### src/rtl/bt_pkg.sv
package bt_pkg;

    typedef enum logic [1:0] {
        BT_INC_AFTER  = 2'd0,
        BT_INC_BEFORE = 2'd1,
        BT_DEC_AFTER  = 2'd2,
        BT_DEC_BEFORE = 2'd3
    } bt_mode_e;

    // Direction bit: window lies below the base
    function automatic logic bt_is_desc(input bt_mode_e m);
        return m[1];
    endfunction

    // Step applied before the access rather than after it
    function automatic logic bt_is_before(input bt_mode_e m);
        return m[0];
    endfunction

endpackage

### src/rtl/bt_low_pick.sv
module bt_low_pick #(
    parameter int N     = 16,
    parameter int IDX_W = $clog2(N)
) (
    input  logic [N-1:0]     vec,
    output logic [IDX_W-1:0] idx,
    output logic             any
);
    always_comb begin
        idx = '0;
        any = 1'b0;
        for (int i = N - 1; i >= 0; i--) begin
            if (vec[i]) begin
                idx = IDX_W'(i);
                any = 1'b1;
            end
        end
    end
endmodule

### src/rtl/bt_count.sv
module bt_count #(
    parameter int N     = 16,
    parameter int CNT_W = $clog2(N + 1)
) (
    input  logic [N-1:0]     vec,
    output logic [CNT_W-1:0] cnt
);
    always_comb begin
        cnt = '0;
        for (int i = 0; i < N; i++) begin
            cnt = cnt + CNT_W'(vec[i]);
        end
    end
endmodule

### src/rtl/bt_bounds.sv
module bt_bounds
    import bt_pkg::*;
#(
    parameter int ADDR_W     = 32,
    parameter int CNT_W      = 5,
    parameter int WORD_BYTES = 4
) (
    input  logic [ADDR_W-1:0] base,
    input  logic [CNT_W-1:0]  cnt,
    input  bt_mode_e          mode,
    output logic [ADDR_W-1:0] low_addr,
    output logic [ADDR_W-1:0] final_base
);
    localparam int SH = $clog2(WORD_BYTES);
    localparam logic [ADDR_W-1:0] STEP = ADDR_W'(WORD_BYTES);

    logic [ADDR_W-1:0] span;
    logic [ADDR_W-1:0] edge_addr;

    always_comb begin
        span       = ADDR_W'(cnt) << SH;
        final_base = bt_is_desc(mode) ? (base - span) : (base + span);
        // window bottom: base when ascending, base - span when descending
        edge_addr  = bt_is_desc(mode) ? (base - span) : base;
        // inc-before and dec-after both shift the window up one word
        low_addr   = (bt_is_before(mode) != bt_is_desc(mode)) ? (edge_addr + STEP) : edge_addr;
    end
endmodule

### src/rtl/blk_xfer_seq.sv
module blk_xfer_seq
    import bt_pkg::*;
#(
    parameter int ADDR_W     = 32,
    parameter int NREG       = 16,
    parameter int WORD_BYTES = 4,
    localparam int IDX_W     = $clog2(NREG),
    localparam int CNT_W     = $clog2(NREG + 1)
) (
    input  logic              clk,
    input  logic              rst,
    input  logic              start_i,
    input  logic [ADDR_W-1:0] base_i,
    input  logic [NREG-1:0]   mask_i,
    input  logic [1:0]        mode_i,
    input  logic              load_i,
    input  logic              wb_en_i,
    output logic              busy_o,
    output logic              xfer_valid_o,
    output logic [IDX_W-1:0]  xfer_reg_o,
    output logic [ADDR_W-1:0] xfer_addr_o,
    output logic              xfer_load_o,
    output logic              done_o,
    output logic              wb_valid_o,
    output logic [ADDR_W-1:0] wb_base_o
);
    localparam logic [ADDR_W-1:0] STEP = ADDR_W'(WORD_BYTES);

    logic              active_q;
    logic [NREG-1:0]   rem_q;
    logic [ADDR_W-1:0] addr_q;
    logic [ADDR_W-1:0] wb_q;
    logic              ld_q;
    logic              wben_q;

    logic [CNT_W-1:0]  sel_cnt;
    logic [ADDR_W-1:0] low_addr;
    logic [ADDR_W-1:0] final_base;
    logic [IDX_W-1:0]  cur_idx;
    logic              cur_any;
    logic [NREG-1:0]   rem_next;
    logic              last;

    bt_count #(.N(NREG), .CNT_W(CNT_W)) u_count (
        .vec (mask_i),
        .cnt (sel_cnt)
    );

    bt_bounds #(.ADDR_W(ADDR_W), .CNT_W(CNT_W), .WORD_BYTES(WORD_BYTES)) u_bounds (
        .base       (base_i),
        .cnt        (sel_cnt),
        .mode       (bt_mode_e'(mode_i)),
        .low_addr   (low_addr),
        .final_base (final_base)
    );

    bt_low_pick #(.N(NREG), .IDX_W(IDX_W)) u_pick (
        .vec (rem_q),
        .idx (cur_idx),
        .any (cur_any)
    );

    always_comb begin
        rem_next = rem_q & (rem_q - NREG'(1));
        last     = (rem_next == '0);
    end

    always_ff @(posedge clk) begin
        if (rst) begin
            active_q <= 1'b0;
            rem_q    <= '0;
            addr_q   <= '0;
            wb_q     <= '0;
            ld_q     <= 1'b0;
            wben_q   <= 1'b0;
        end else if (active_q) begin
            rem_q  <= rem_next;
            addr_q <= addr_q + STEP;
            if (last) begin
                active_q <= 1'b0;
            end
        end else if (start_i) begin
            active_q <= 1'b1;
            rem_q    <= mask_i;
            addr_q   <= low_addr;
            wb_q     <= final_base;
            ld_q     <= load_i;
            wben_q   <= wb_en_i;
        end
    end

    always_comb begin
        busy_o       = active_q;
        xfer_valid_o = active_q && cur_any;
        xfer_reg_o   = cur_idx;
        xfer_addr_o  = addr_q;
        xfer_load_o  = ld_q;
        done_o       = active_q && last;
        wb_valid_o   = active_q && last && wben_q;
        wb_base_o    = wb_q;
    end
endmodule

### config.mk
export PLATFORM = sky130hd
export DESIGN_NAME = blk_xfer_seq
export DESIGN_NICKNAME = d
export VERILOG_FILES = /design/src/rtl/bt_pkg.sv /design/src/rtl/bt_low_pick.sv /design/src/rtl/bt_count.sv /design/src/rtl/bt_bounds.sv /design/src/rtl/blk_xfer_seq.sv
export SDC_FILE = /design/constraint.sdc
export NUM_CORES = 1
export LEC_CHECK = 0
export BUFFER_PORTS_ARGS = -buffer_cell sky130_fd_sc_hd__buf_2
export CAP_MARGIN = 20
export CORE_MARGIN = 5
export CORE_UTILIZATION = 30
export CTS_BUF_LIST = sky130_fd_sc_hd__clkbuf_16
export DETAILED_ROUTE_END_ITERATION = 12
export SLEW_MARGIN = 20
export SYNTH_ARGS = -nofsm -noshare
export SYNTH_HDL_FRONTEND = slang
export SYNTH_HIERARCHICAL = 1
export SYNTH_SLANG_ARGS = --single-unit
### constraint.sdc
create_clock -name clk -period 8.8 [get_ports clk]
set_input_delay 0.44 -clock clk [delete_from_list [all_inputs] [get_ports clk]]
set_output_delay 0.44 -clock clk [all_outputs]
set_load 0.005 [all_outputs]
# After elaboration in Yosys (flattened, before gate mapping)
# Index checks and enable logic that the tools add are counted.
[word_totals] register_bits=83 inputBits=55 word_cells=77 output_inout_bits=73
[op_classes] reduce_logical=6 n_eq_ne=1 n_mux=42 n_bitwise=2 add_sub_neg=20
[ops] op="32-bit two-way mux" n=5
[ops] op="5-bit by 1-bit adder with 5-bit output" n=14
[ops] op="32-bit by 3-bit adder with 32-bit output, second input constant" n=2
[ops] op="4-bit two-way mux" n=16
[ops] op="32-bit by 7-bit adder with 32-bit output" n=1
[ops] op="16-bit two-way mux" n=2
[ops] op="32-bit by 7-bit subtractor with 32-bit output" n=1
[ops] op="1-bit two-way mux" n=19
[ops] op="16-bit bitwise AND" n=1
[ops] op="16-bit zero test" n=1
[ops] op="16-bit by 1-bit subtractor with 16-bit output, second input constant" n=1
[ops] op="1-bit logical AND" n=3
[ops] op="1-bit by 1-bit adder with 2-bit output" n=1
[ops] op="2-bit AND reduction" n=1
[ops] op="2-bit nonzero test" n=1
[ops] op="1-bit inequality test" n=1
[ops] op="1-bit inverter" n=1

# Longest topological paths before layout
# Gate-level depths: netlist (run 1).
[logic_depth] depth_word=21 ltp_mapped=30 depth_no_buf=26

# By module
# Netlist (run 1), hierarchy kept.
[modules_own_cells] module="blk_xfer_seq" area_each_um2=3866.2 n_inst=1 cells_per_inst=489
[modules_own_cells] module="bt_bounds" area_each_um2=2782.7 n_inst=1 cells_per_inst=415
[modules_own_cells] module="bt_count" area_each_um2=481.7 n_inst=1 cells_per_inst=52
[modules_own_cells] module="bt_low_pick" area_each_um2=178.9 n_inst=1 cells_per_inst=33

# Worst setup path after synthesis (run 1)
# OpenSTA, ideal clock, no wires.
[synth_path] path_kind="input to register" start="input mask_i[0]" end="register addr_q[28], in the netlist xfer_addr_o[28]" cell_stages=24 arrival_ps=6645 path_slack_ps=2022 n_path_buf=2 cell_sequence="fa_1 -> ha_1 -> inv_1 -> fa_1 -> fa_1 -> fa_1 -> fa_1 -> fa_1 -> inv_1 -> a21oi_1 -> o21bai_1 -> inv_1 -> ha_1 -> buf_6 -> and4b_4 -> a211o_1 -> or4_4 -> o31a_1 -> or4_4 -> buf_6 -> nor3_1 -> xnor2_1 -> a22oi_1 -> a31oi_1"
[synth_via] elab_chain_cells=21
[synth_lines] item="start: declaration" line="blk_xfer_seq.sv:14" source="input logic [NREG-1:0] mask_i,"
[synth_lines] item="1-bit by 1-bit adder with 2-bit output (*)" line="bt_count.sv:11" source="cnt = cnt + CNT_W'(vec[i]);"
[synth_lines] item="5-bit by 1-bit adder with 5-bit output (*) (14 in series)" line="bt_count.sv:11"
[synth_lines] item="via sel_cnt[4]" line="blk_xfer_seq.sv:36" source="logic [CNT_W-1:0] sel_cnt;"
[synth_lines] item="32-bit by 7-bit subtractor with 32-bit output (*)" line="bt_bounds.sv:24" source="edge_addr = bt_is_desc(mode) ? (base - span) : base;"
[synth_lines] item="32-bit two-way mux (*)" line="bt_bounds.sv:24"
[synth_lines] item="32-bit by 3-bit adder with 32-bit output" line="bt_bounds.sv:26" source="low_addr = (bt_is_before(mode) != bt_is_desc(mode)) ? (edge_addr + STEP) : edge_addr;"
[synth_lines] item="32-bit two-way mux (*)" line="bt_bounds.sv:26"
[synth_lines] item="via low_addr[28]" line="blk_xfer_seq.sv:37" source="logic [ADDR_W-1:0] low_addr;"
[synth_lines] item="32-bit two-way mux (*)" line="blk_xfer_seq.sv:82" source="end else if (start_i) begin"
[synth_lines] item="32-bit two-way mux (*)" line="blk_xfer_seq.sv:76" source="end else if (active_q) begin"
[synth_lines] item="end signal: assignment" line="blk_xfer_seq.sv:78" source="addr_q <= addr_q + STEP;"
[synth_lines] item="end signal: assignment" line="blk_xfer_seq.sv:85" source="addr_q <= low_addr;"
[synth_lines] item="end: declaration" line="blk_xfer_seq.sv:31" source="logic [ADDR_W-1:0] addr_q;"
# The timed path passes the listed nets; every way through them passes the cells marked *. The select of a mux whose other input is x is not followed.
# A chain may end at the register's enable or synchronous reset.

# Worst setup path in the final report (run 1)
[layout_path] start="input mask_i[0]" end="register addr_q[31], in the netlist xfer_addr_o[31]"
# The elaborated chain is that of the path after synthesis.

==> run summary, run 1 <==
VDD IR max: 134 uV
Min Tclk post-route: 7340 ps
Crit path kind: in2reg
Core region area: 24200 um2
Detailed placement HPWL: 18300 um
I/O pin cnt: 128
H-tree levels: 3
Setup tns final: 0 ps
Clock skew: 12.1 ps
Post-DRT Antenna Nets: 0
Final wirelength: 24700 um
EDFF count, synth: 0
DR iter-0 viols: 777
Post-detailed-route via-to-cell ratio: 5.40
Clock Path Buffers: 2
Vias: 7532
Worst Setup Start Kind: input port
Area grow syn2layout: 15.9%
Routed wire per std cell: 17.7 um
GPL Wtd Cong: 0.866
Top-count cell post-synth: nand2_1
Initial Util: 30.2%
RSZ-0062 raised after global routing: no
R2R Setup Slk: 6410 ps
Period utilization: 83.4%
Critical path required time: 8990 ps
Top-area cell type share of the netlist area: 22.7%
Post-synth top flop: dfxtp_1
Global-route wire length before repair: 40400 um
Ranking of synthesized cells by area: dfxtp_1 23%, nand2_1 7.1%, xnor2_1 6.7%, a21oi_1 5.9%, nor2_1 4.0%
Worst Hold Class: in2reg
Initial antenna violation count: 1
Outcome: completed
Hold buffers post-CTS: 0
Largest net degree at the start of global routing: 85
Fillers: 2594
Row Count: 57
Clk_lat worst skew: 360 ps
Final setup violating endpoints: 0
Max_cap viols: 0
Crit. End Element: flop
FMAX: 136 MHz
Flops & latches, synth: 83
Final #Nets: 1155
Leakage power: 3.38 nW
Die area: 27600 um2
Synth top cells by count: 138 x nand2_1, 86 x a21oi_1, 83 x dfxtp_1
Ys async rst share: 0%
DIE HEIGHT: 166 um
Total power: 1.99 mW
TritonCTS clock tree: yes
Slew Limit Fails: 0
Width of the die: 166 um
Final hold slack: 322 ps
CP Data Arrival Time: 7530 ps
Grt total ovfl: 0
Post-Syn Area: 7310 um2
Share of post-route cells with drive strength above 1: 17.3%
Seq/Total Area, Yosys: 22.7%
Synth warn: 6
Postcts setup bufs: 0
CTS sink cnt: 83
Drc violations: 0
Clk pin slew, worst setup/hold paths: 60 ps
Pwr per Cell Area: 235 nW/um2
Largest area contributor in the netlist: dfxtp_1
Crit Path Max Fanout: 10
Slew headroom: 29.6%
Pre-Repair DR Iteration Count: 5
Number of global-route vias before repair: 7209
IO Port Bufs: 127
Num CTS Buffers: 9
Hold Vio Cnt, Final: 0
ANT cells: 0
Yosys cell types: 80
Worst Tran Pin Value: 1050 ps
Finished Core Util: 35.0%
Net Count, Synth: 1078
Synth Instances: 989
Syn Area/Cell: 7.39 um2
Post-CTS resize count: 0
Root buf cell: clkbuf_16
All-Layer GR Usage: 17.6%
==> worst paths after layout <==
path | startpoint | to | cells after the start
setup / recovery | mask_i[0] | xfer_addr_o[31] | 23
hold / removal | load_i | xfer_load_o | 3
setup reg to reg | xfer_addr_o[2] | xfer_addr_o[26] | 6
hold reg to reg | wb_base_o[5] | wb_base_o[5] | 2
==> kinds of logic after synthesis <==
family,synth area share [%]
and+or+nand+nor,30.6
AOI/OAI and AO/OA,20.8
buffers and inverters,6.56
DFF,22.7
xor gates and xnor gates,9.83
adders and majority gates,7.43
muxes,2.07
==> layer usage <==
| metal | part of all wire (%) | GRT usage [%] |
|---|---|---|
| met5 | 0.045 | 0 |
| met4 | 1.5 | 4.66 |
| met3 | 5.9 | 3.36 |
| met2 | 47 | 28.6 |
| met1 | 46 | 24.1 |
==> per-stage QoR <==
stage                     setup slack (ps)  instance area (um2)  std cells
final                                 1460                 8470       1394
after global routing                   998                 8470       1394
after CTS                             1500                 8470       1394
after detailed placement              1080                 8110       1379
after global placement                1250                 8110       1379
after floorplan                       2020                 7310        989
==> placed cells by master (no fill, tap or decap), types with 32 or more instances in the layout <==
cell / synthesis / routed
xnor2_1: 56 / 56
o21ai_0: 33 / 33
nor3_1: 34 / 34
nand2_1: 138 / 137
nand3_1: 32 / 32
nor2_1: 78 / 77
buf_2: 2 / 127
a21oi_1: 86 / 86
inv_1: 47 / 47
dfxtp_1: 83 / 83
==> critical path: stages <==
cell and delay (ps):
buf_2 120, fa_1 520, ha_1 310, inv_1 50
fa_1 510, fa_1 430, fa_1 470, fa_1 420
fa_1 420, inv_1 80, a21oi_1 60, o21bai_1 210
inv_1 80, ha_1 460, and4b_4 290, a211oi_1 500
nand3_1 410, o31a_1 450, nor4_4 590, nand4_1 190
xnor2_1 180, a211oi_1 260, a311oi_1 70
==> final cells by class <==
type | count | area [um2] | share of cell area, %
multi-input cells | 791 | 5180 | 61.2
clock buffers | 9 | 225 | 2.66
repair buffers | 133 | 681 | 8.03
flip-flops and latches | 83 | 1660 | 19.6
inverters | 48 | 180 | 2.13
clock inverters | 6 | 138 | 1.62
well taps | 324 | 405 | 4.79
==> report_power, final <==
group	total [mW]	switching [mW]	internal, mW
sequential	0.465	0.0456	0.419
clock	0.482	0.176	0.306
combinational	1.04	0.612	0.428
==> state kept, by name, indices dropped and copies added, names as in the netlist <==
name         count
xfer_load_o      1
xfer_addr_o     32
wb_base_o       32
rem_q           16
busy_o           1
wben_q           1
Note: power is estimated with default switching activity, not from simulation.
==> inputs of run 2 (changes only) <==
==> constraint.sdc (replaced) <==
create_clock -name clk -period 6.8 [get_ports clk]
set_input_delay 0.34 -clock clk [delete_from_list [all_inputs] [get_ports clk]]
set_output_delay 0.34 -clock clk [all_outputs]
set_load 0.005 [all_outputs]
==> run 2 against run 1 <==
Compared with the run above:
- count of clock-buffer cells in the layout unchanged
- power rose by 41%
- die area unchanged
- design area is 7.3% higher
- critical path depth fell by 1
- sequential power is 29% higher
- sequential share of layout area is 1.3 points lower
- setup slack worse by 1200 ps
- via count is 0.69% higher
- non-clock buffer count grew 69
- combinational power is 56% higher
- critical path type unchanged
==> run summary, run 2 (synthesized netlist as in run 1, its figures left out) <==
Outcome: completed
Setup tns final: 0 ps
Width of the die: 166 um
Crit path largest cell delay: 650 ps
Slew Limit Fails: 0
Vias: 7584
CP most frequent cell: fa_1
Most common cell after layout, fill and taps aside: nand2_1
Initial antenna violation count: 1
Clk_lat worst skew: 360 ps
Worst Tran Pin Value: 1020 ps
Final setup violating endpoints: 0
Reg2reg path depth: 7
Crit Path Max Fanout: 7
GR peak layer: met2
IO Port Bufs: 127
GPL Wtd Cong: 0.951
Slowest CP cell: or4_4
DIE HEIGHT: 166 um
ANT cells: 0
Clock skew: 8.58 ps
Slew headroom: 31.8%
Post-detailed-route via-to-cell ratio: 5.18
Clock Path Buffers: 2
Pre-Repair DR Iteration Count: 5
Crit path buf inv count: 4
Number of global-route vias before repair: 7239
FMAX: 152 MHz
Largest net degree at the start of global routing: 85
Period utilization: 96.8%
Initial Util: 30.2%
Max_cap viols: 0
Core region area: 24200 um2
Pwr per Cell Area: 308 nW/um2
Critical path's top delay family: adder cells
TritonCTS clock tree: yes
R2R Setup Slk: 4280 ps
Hold buffers post-CTS: 0
WHS Endpoint: xfer_load_o
Final wirelength: 24800 um
Grt total ovfl: 0
CTS sink cnt: 83
DR iter-0 viols: 636
Root buf cell: clkbuf_16
Worst Hold Class: in2reg
Global-route wire length before repair: 39900 um
Routed wire per std cell: 16.9 um
Met1 Usage GRT: 23.8%
Final #Nets: 1224
All-Layer GR Usage: 17.4%
Drc violations: 0
I/O pin cnt: 128
Worst flop-to-flop path startpoint: busy_o
Share of post-route cells with drive strength above 1: 24.1%
Min Tclk post-route: 6580 ps
VDD IR max: 212 uV
Worst Hold Depth: 3
Clk pin slew, worst setup/hold paths: 60 ps
Area after DPL: 8580 um2
Area grow syn2layout: 24.3%
Worst min-delay path startpoint: load_i
Critical path required time: 7070 ps
Reg2reg end: xfer_addr_o[8]
Worst Setup Start Kind: input port
Die area: 27600 um2
Crit path kind: in2reg
Hold Vio Cnt, Final: 0
Cell Chain, Critical Path: buf_2, fa_1, ha_1, inv_1, fa_1, fa_1, fa_1, fa_2, fa_2, inv_2, inv_1, ha_1, nor2b_1, o31a_1, or2_4, xor2_1, o31a_1, or4_4, a211o_1, xor2_1, nand2_1, a31oi_1
Post-DRT Antenna Nets: 0
Most frequent cells in the layout: 136 x nand2_1, 127 x buf_2, 85 x a21oi_1, 83 x dfxtp_1, 76 x nor2_1
Crit. End Element: flop
Leakage power: 3.74 nW
Met2 GRT Util: 28.5%
CP Data Arrival Time: 6860 ps
Fillers: 2558
Row Count: 57
Finished Cell Area: 9090 um2
Num CTS Buffers: 9
H-tree levels: 3
Detailed placement HPWL: 18500 um
Met3 Use GR: 3.86%
run 2: cell types whose count changed in the layout (fill, tap and decap cells not counted), sizes merged:
cell / previous run / this run
buf: 133 / 202
bufinv: 4 / 3
clkinv: 2 / 3
run 2: area by class of cell:
type,instances,area [um2],share of cell area [%]
multi-input cells,791,5300,58.3
flip-flops and latches,83,1660,18.3
repair buffers,202,1210,13.3
well taps,324,405,4.46
clock buffers,9,225,2.48
inverters,48,180,1.98
clock inverters,6,106,1.17
run 2: power by group:
group	internal, mW	total, mW	switching (mW)
Clock	0.356	0.579	0.223
Combinational	0.765	1.62	0.850
Sequential	0.543	0.602	0.0597
run 2: metal layers:
layer,vias up,routed length [um],part of all wire [%]
met5,-,7,0.028
met2,212,11600,47
met3,20,1400,5.6
met1,3557,11500,47
li1,3793,-,-
met4,2,237,0.96
run 2: worst max path at each step:
stage | startpoint | endpoint | slack, ps | cells past startpoint
floorplan | mask_i[0] | xfer_addr_o[28] | 120 | 24
global placement | mask_i[0] | xfer_addr_o[28] | -120 | 23
detailed placement | mask_i[0] | xfer_addr_o[28] | -190 | 23
CTS | mask_i[0] | xfer_addr_o[28] | 170 | 23
global route | mask_i[3] | xfer_addr_o[18] | -30 | 22
finish | mask_i[3] | xfer_addr_o[26] | 220 | 22
run 2: tightest hold or removal path, cell delays in order:
cell,delay (ps)
buf_2,100
nand2_1,40
a21oi_1,50
run 2: metrics by stage:
step           hold WS (ps)  setup slack [ps]  util (%)  cells  power, mW
3_3_place_gp            442              -123      35.5   1442       2.12
3_5_place_dp            446              -193      35.5   1442       2.13
5_1_grt                 236             -30.6      37.6   1463       3.01
4_1_cts                 222               166      36.9   1457       2.72
6_report                226               215      37.6   1463       2.80
2_1_floorplan           432               122         -    989       1.62
run 2: what timing repair did:
item	4_1_cts	5_1_grt
gates resized for setup	0	31
endpoints found under the setup margin	0	16
setup buffers	0	6
